`src/rtl/sleep_pkg.sv`:
```
package sleep_pkg;
  typedef enum logic [1:0] {
    ST_AWAKE   = 2'd0,
    ST_ENTER   = 2'd1,
    ST_ASLEEP  = 2'd2,
    ST_RECOVER = 2'd3
  } slp_state_e;
endpackage

```
`src/rtl/sleep_sync.sv`:
```
module sleep_sync #(
  parameter int STAGES = 2
) (
  input  logic clk_i,
  input  logic rst_ni,
  input  logic async_i,
  output logic sync_o
);
  logic [STAGES-1:0] sh_q;

  generate
    if (STAGES == 1) begin : g_one
      always_ff @(posedge clk_i or negedge rst_ni)
        if (!rst_ni) sh_q <= '0;
        else         sh_q <= async_i;
    end else begin : g_many
      always_ff @(posedge clk_i or negedge rst_ni)
        if (!rst_ni) sh_q <= '0;
        else         sh_q <= {sh_q[STAGES-2:0], async_i};
    end
  endgenerate

  assign sync_o = sh_q[STAGES-1];
endmodule

```
`src/rtl/sleep_fsm.sv`:
```
module sleep_fsm
  import sleep_pkg::*;
#(
  parameter int ENTRY_CYC = 2,
  parameter int EXIT_CYC  = 2
) (
  input  logic       clk_i,
  input  logic       rst_ni,
  input  logic       req_i,
  output slp_state_e state_o,
  output logic       entry_evt_o,
  output logic       first_enter_o,
  output logic       in_recov_o
);
  localparam int MAXC  = (ENTRY_CYC > EXIT_CYC) ? ENTRY_CYC : EXIT_CYC;
  localparam int CNT_W = (MAXC > 1) ? $clog2(MAXC) : 1;
  localparam logic [CNT_W-1:0] ENTRY_LAST = CNT_W'(ENTRY_CYC - 1);
  localparam logic [CNT_W-1:0] EXIT_LAST  = CNT_W'(EXIT_CYC - 1);

  slp_state_e st_q, st_d;
  logic [CNT_W-1:0] cnt_q, cnt_d;

  always_comb begin
    st_d  = st_q;
    cnt_d = cnt_q;
    unique case (st_q)
      ST_AWAKE: if (req_i) begin
        st_d  = ST_ENTER;
        cnt_d = '0;
      end
      ST_ENTER: begin
        if (cnt_q == ENTRY_LAST) st_d = ST_ASLEEP;
        else                     cnt_d = cnt_q + 1'b1;
      end
      ST_ASLEEP: if (!req_i) begin
        st_d  = ST_RECOVER;
        cnt_d = '0;
      end
      ST_RECOVER: begin
        if (cnt_q == EXIT_LAST) st_d = ST_AWAKE;
        else                    cnt_d = cnt_q + 1'b1;
      end
      default: st_d = ST_AWAKE;
    endcase
  end

  always_ff @(posedge clk_i or negedge rst_ni)
    if (!rst_ni) begin
      st_q  <= ST_AWAKE;
      cnt_q <= '0;
    end else begin
      st_q  <= st_d;
      cnt_q <= cnt_d;
    end

  assign state_o       = st_q;
  assign entry_evt_o   = (st_q == ST_AWAKE) && req_i;
  assign first_enter_o = (st_q == ST_ENTER) && (cnt_q == '0);
  assign in_recov_o    = (st_q == ST_RECOVER);

  AST_ASLEEP_VIA_ENTRY: assert property (@(posedge clk_i) disable iff (!rst_ni)
    (st_q == ST_ASLEEP && $past(st_q) != ST_ASLEEP) |-> $past(st_q) == ST_ENTER);
  AST_AWAKE_VIA_RECOVERY: assert property (@(posedge clk_i) disable iff (!rst_ni)
    (st_q == ST_AWAKE && $past(st_q) != ST_AWAKE) |-> $past(st_q) == ST_RECOVER);
  AST_STAY_AWAKE_NO_REQ: assert property (@(posedge clk_i) disable iff (!rst_ni)
    (st_q == ST_AWAKE && !req_i) |=> st_q == ST_AWAKE);
  AST_HOLD_ASLEEP_ON_REQ: assert property (@(posedge clk_i) disable iff (!rst_ni)
    (st_q == ST_ASLEEP && req_i) |=> st_q == ST_ASLEEP);
endmodule

```
`src/rtl/sleep_viol.sv`:
```
module sleep_viol #(
  parameter int NUM_CS   = 3,
  parameter int NUM_STRB = 2
) (
  input  logic                clk_i,
  input  logic                rst_ni,
  input  logic                entry_evt_i,
  input  logic                dev_busy_i,
  input  logic                recov_i,
  input  logic [NUM_CS-1:0]   cs_act_i,
  input  logic [NUM_STRB-1:0] strb_act_i,
  output logic                viol_entry_o,
  output logic                viol_recov_o
);
  logic ent_q, rec_q;
  logic any_sel;

  assign any_sel = (|cs_act_i) || (|strb_act_i);

  always_ff @(posedge clk_i or negedge rst_ni)
    if (!rst_ni) begin
      ent_q <= 1'b0;
      rec_q <= 1'b0;
    end else begin
      if (entry_evt_i && dev_busy_i) ent_q <= 1'b1;
      if (recov_i && any_sel)        rec_q <= 1'b1;
    end

  assign viol_entry_o = ent_q;
  assign viol_recov_o = rec_q;

  AST_ENTRY_VIOL_SET: assert property (@(posedge clk_i) disable iff (!rst_ni)
    (entry_evt_i && dev_busy_i) |=> viol_entry_o);
  AST_RECOV_VIOL_SET: assert property (@(posedge clk_i) disable iff (!rst_ni)
    (recov_i && any_sel) |=> viol_recov_o);
  AST_VIOL_ENTRY_STICKY: assert property (@(posedge clk_i) disable iff (!rst_ni)
    viol_entry_o |=> viol_entry_o);
  AST_VIOL_RECOV_STICKY: assert property (@(posedge clk_i) disable iff (!rst_ni)
    viol_recov_o |=> viol_recov_o);
endmodule

```
`src/rtl/sleep_seq_ctrl.sv`:
```
module sleep_seq_ctrl
  import sleep_pkg::*;
#(
  parameter int SYNC_STAGES = 2,
  parameter int ENTRY_CYC   = 2,
  parameter int EXIT_CYC    = 2,
  parameter int NUM_CS      = 3,
  parameter int NUM_STRB    = 2
) (
  input  logic                clk_i,
  input  logic                rst_ni,
  input  logic                sleep_req_i,
  input  logic                dev_busy_i,
  input  logic [NUM_CS-1:0]   cs_act_i,
  input  logic [NUM_STRB-1:0] strb_act_i,
  output logic [1:0]          state_o,
  output logic                asleep_o,
  output logic                access_ok_o,
  output logic                dq_hiz_o,
  output logic                abort_o,
  output logic                viol_entry_o,
  output logic                viol_recov_o
);
  logic       req_s;
  slp_state_e st;
  logic       entry_evt, first_enter, in_recov;

  sleep_sync #(.STAGES(SYNC_STAGES)) u_sync (
    .clk_i  (clk_i),
    .rst_ni (rst_ni),
    .async_i(sleep_req_i),
    .sync_o (req_s)
  );

  sleep_fsm #(.ENTRY_CYC(ENTRY_CYC), .EXIT_CYC(EXIT_CYC)) u_fsm (
    .clk_i        (clk_i),
    .rst_ni       (rst_ni),
    .req_i        (req_s),
    .state_o      (st),
    .entry_evt_o  (entry_evt),
    .first_enter_o(first_enter),
    .in_recov_o   (in_recov)
  );

  sleep_viol #(.NUM_CS(NUM_CS), .NUM_STRB(NUM_STRB)) u_viol (
    .clk_i       (clk_i),
    .rst_ni      (rst_ni),
    .entry_evt_i (entry_evt),
    .dev_busy_i  (dev_busy_i),
    .recov_i     (in_recov),
    .cs_act_i    (cs_act_i),
    .strb_act_i  (strb_act_i),
    .viol_entry_o(viol_entry_o),
    .viol_recov_o(viol_recov_o)
  );

  assign state_o     = st;
  assign asleep_o    = (st == ST_ASLEEP);
  assign access_ok_o = (st == ST_AWAKE);
  assign dq_hiz_o    = (st != ST_AWAKE);
  assign abort_o     = first_enter;

  AST_ABORT_SINGLE: assert property (@(posedge clk_i) disable iff (!rst_ni)
    abort_o |=> !abort_o);
  AST_ABORT_AFTER_AWAKE: assert property (@(posedge clk_i) disable iff (!rst_ni)
    $rose(abort_o) |-> $past(access_ok_o));
  AST_ASLEEP_NO_DRIVE: assert property (@(posedge clk_i) disable iff (!rst_ni)
    asleep_o |-> (dq_hiz_o && !access_ok_o));
  AST_ENTRY_AFTER_REQ: assert property (@(posedge clk_i) disable iff (!rst_ni)
    $fell(access_ok_o) |-> $past(req_s));
endmodule

```
`config.mk`:
```
export PLATFORM = sky130hd
export DESIGN_NAME = sleep_seq_ctrl
export DESIGN_NICKNAME = d
export VERILOG_FILES = /design/src/rtl/sleep_pkg.sv /design/src/rtl/sleep_sync.sv /design/src/rtl/sleep_fsm.sv /design/src/rtl/sleep_viol.sv /design/src/rtl/sleep_seq_ctrl.sv
export SDC_FILE = /design/constraint.sdc
export NUM_CORES = 1
export LEC_CHECK = 0
export BUFFER_PORTS_ARGS = -buffer_cell sky130_fd_sc_hd__buf_2
export CAP_MARGIN = 20
export CORE_AREA = 2 2 39 41
export CTS_CLUSTER_SIZE = 40
export DETAILED_ROUTE_END_ITERATION = 10
export DIE_AREA = 0 0 41 43
export PLACE_DENSITY = 0.49
export SYNTH_ARGS = -nofsm -noshare
export SYNTH_HDL_FRONTEND = slang
export SYNTH_HIERARCHICAL = 1
export SYNTH_SLANG_ARGS = --single-unit
```
`constraint.sdc`:
```
create_clock -name clk_i -period 3.4 [get_ports clk_i]
set_input_delay 0.51 -clock clk_i [delete_from_list [all_inputs] [get_ports clk_i]]
set_output_delay 0.51 -clock clk_i [all_outputs]
set_load 0.02 [all_outputs]
```
==> impl_metrics.yaml <==
die:
  fp.coreArea_um2: 1384
  io_pins: 17
  rows: 14
  fp.dieW_um: 41
  die_h_um: 43
  initial_utilization: 0.2622
  dieArea_um2: 1763
clock_tree:
  root_buffer: "clkbuf_4"
  clockBufferDepth: 2
  cts_sinks: 7
  tritoncts: "built"
  clock_insertion_delay_worst_skew_ns: 0.24
  holdBufCountCts: 0
  cts.repair.resized: 0
  clk_pin_slew_worst_paths_ns: 0.05
  cts_buffers: 3
  htreeDepth: 1
  postCtsSetupBuffers: 0
setup_path:
  arrival_ns: 1.27
  cpLargestDelayFamily: "flip-flops"
  slowest_delay_ns: 0.45
  worstSetupStartpointType: "flop"
  critPathBufInv: 2
  required_ns: 2.89
  worstSetupEndpointType: "output pin"
  cp_cell_sequence: "inv_1, ha_1, nor2b_1, buf_2"
  reg2reg_setup_slack_ns: 1.87
  path_max_fanout: 8
  critical_path_class: "flop to output pin"
  cp_slowest_cell: "dfrtp_1"
global_route:
  antenna_found_initial: 0
  grt_overflow: 0
  grt_use_total: 0.08758
  grt_pass1_wl_um: 993
  grt_pass1_vias: 256
  grt_max_degree: 9
pwr:
  peakVddDrop_mv: 0.2746
  p_leak_nw: 0.2455
  power_per_cell_area_nw_per_um2: 931.0
drt:
  wl_per_cell_um: 9.071
  vias: 302
  wirelength_um: 635
  first_iter_violations: 1
  firstDrtPassIters: 2
  antenna_left: 0
  vias_per_cell: 4.314
  drc: 0
cells_and_area:
  syn_to_final_growth_pct: 34.83
  multi_input_area_um2: 180.2
  regArea_um2: 175.2
  fillers: 152
  diodes: 0
  drive_gt1_frac: 0.3889
  nets: 68
  stdcell_area_um2: 489.2
yosys:
  synthesis.area_um2: 362.8
  synth_cells: 34
  synth-seq-area-share: 0.4828
  synth_cell_type_count: 17
  synth_area_per_cell_um2: 10.67
  syn-num-nets: 47
  synth_top_cell_area_share: 0.4828
  synth-seq-cells: 7
  synth.area.top_cells: "dfrtp_1, ha_1, nor2_1"
  yosysWarnings: 6
  yosys.area.top_type: "dfrtp_1"
sta:
  finalCritPeriodShare: 0.5237
  report.final.setup_viol: 0
  rsz0062_at_grt: "no"
  fmax_mhz: 561.6
  slew_headroom: 0.8510
  fin_skew_ns: 0.001930
  worst_pin_slew_ns: 0.2173
  final-hold-violation-count: 0
  maxSlewViolCount: 0
  period_needed_ns: 1.781
  timing.setup.tns_ns: 0
  holdWs_ns: 0.08568
hold_path:
  hp-class: "primary input to asynchronous set/reset pin"
place:
  gp_congestion: 0.7151
  placed_area_um2: 462.9
  numPortBuffers: 16
  dp_hpwl_um: 538.4
run_status:
  status: "complete, no violations"
flow_run:
  maxCapViolCount: 0
[cells in the final DEF (no fill, tap or decap)]
cell type and count:
clkbuf_4 3, a21boi_1 1, o21ai_1 1, inv_1 2
a21oi_1 2, dfrtp_1 7, or2_1 1, nor2_1 5
nor3_1 2, buf_2 16, nor2b_1 1, mux2_4 1
o221ai_1 1, and2_1 1, ha_1 4, clkbuf_1 1
a21o_1 1, o21ai_0 2, and2b_2 1, mux2i_1 1
[path summary, 6_finish.rpt]
kind / cells after the start / from / to
worst min register to register: 0 / u_sync/sh_q[0] / u_sync/sh_q[1]
worst min-delay path: 1 / rst_ni / u_viol/viol_entry_o
min in group clk_i: 0 / u_sync/sh_q[0] / u_sync/sh_q[1]
worst max register to register: 5 / u_fsm/state_o[0] / u_fsm/state_o[1]
worst max-delay path: 4 / u_fsm/state_o[1] / abort_o
max in group asynchronous: 1 / rst_ni / u_fsm/state_o[0]
[through the flow]
stage          instances  power (mW)  utilization  setup slack [ns]
2_1_floorplan         34      0.3164            -             1.805
3_3_place_gp          66      0.3877       0.3345             1.849
4_1_cts               70      0.4626       0.3535             1.598
3_5_place_dp          66      0.3882       0.3345             1.869
5_1_grt               70      0.4927       0.3535             1.492
6_report              70      0.4555       0.3535             1.619
[power breakdown]
group / switching (mW) / internal (mW) / total (mW) / leakage, nW
clock network: 0.0262 / 0.0445 / 0.0707 / 0.0150
registers: 0.0307 / 0.107 / 0.138 / 0.0768
logic: 0.136 / 0.111 / 0.247 / 0.154
total: 0.193 / 0.262 / 0.455 / 0.246
[synthesized netlist by cell type (all sizes together)]
cell type,n
and2b,1
ha,4
nor2,5
or2,1
and2,1
mux2,1
nor3,2
inv,2
o221ai,1
dfrtp,7
a21oi,2
nor2b,1
a21boi,1
a21o,1
mux2i,1
o21ai,3
[registers in the layout (all words and copies together) (netlist names)]
name,flops
u_viol/viol_entry_o,1
u_fsm/cnt_q,1
u_fsm/state_o,2
u_viol/viol_recov_o,1
u_sync/sh_q,2
[kinds of logic (layout without fill, tap and decap cells)]
logic type / Yosys count / count (layout) / share of synthesized area
mux: 2 / 2 / 0.06895
compound gates: 8 / 8 / 0.1345
fa+ha+maj: 4 / 4 / 0.1379
buf+inv: 2 / 22 / 0.02070
flops: 7 / 7 / 0.4828
simple gates: 11 / 11 / 0.1552
[cell type report]
type / count / area share
multi-input combinational: 25 / 0.3683
timing repair buffer: 16 / 0.1637
inverter: 2 / 0.01535
tap: 16 / 0.04092
clock buffer: 4 / 0.05371
sequential: 7 / 0.3581
[per-layer routing]
layer	vias to the layer above	track usage	wire [µm]	share of wire
met1	134	0.1010	245	0.39
met3	0	0.04712	48	0.076
met5	-	0	0	0
met4	0	0.04000	0	0
li1	157	-	-	-
met2	11	0.1281	340	0.54
(Power assumes the default switching activity.)
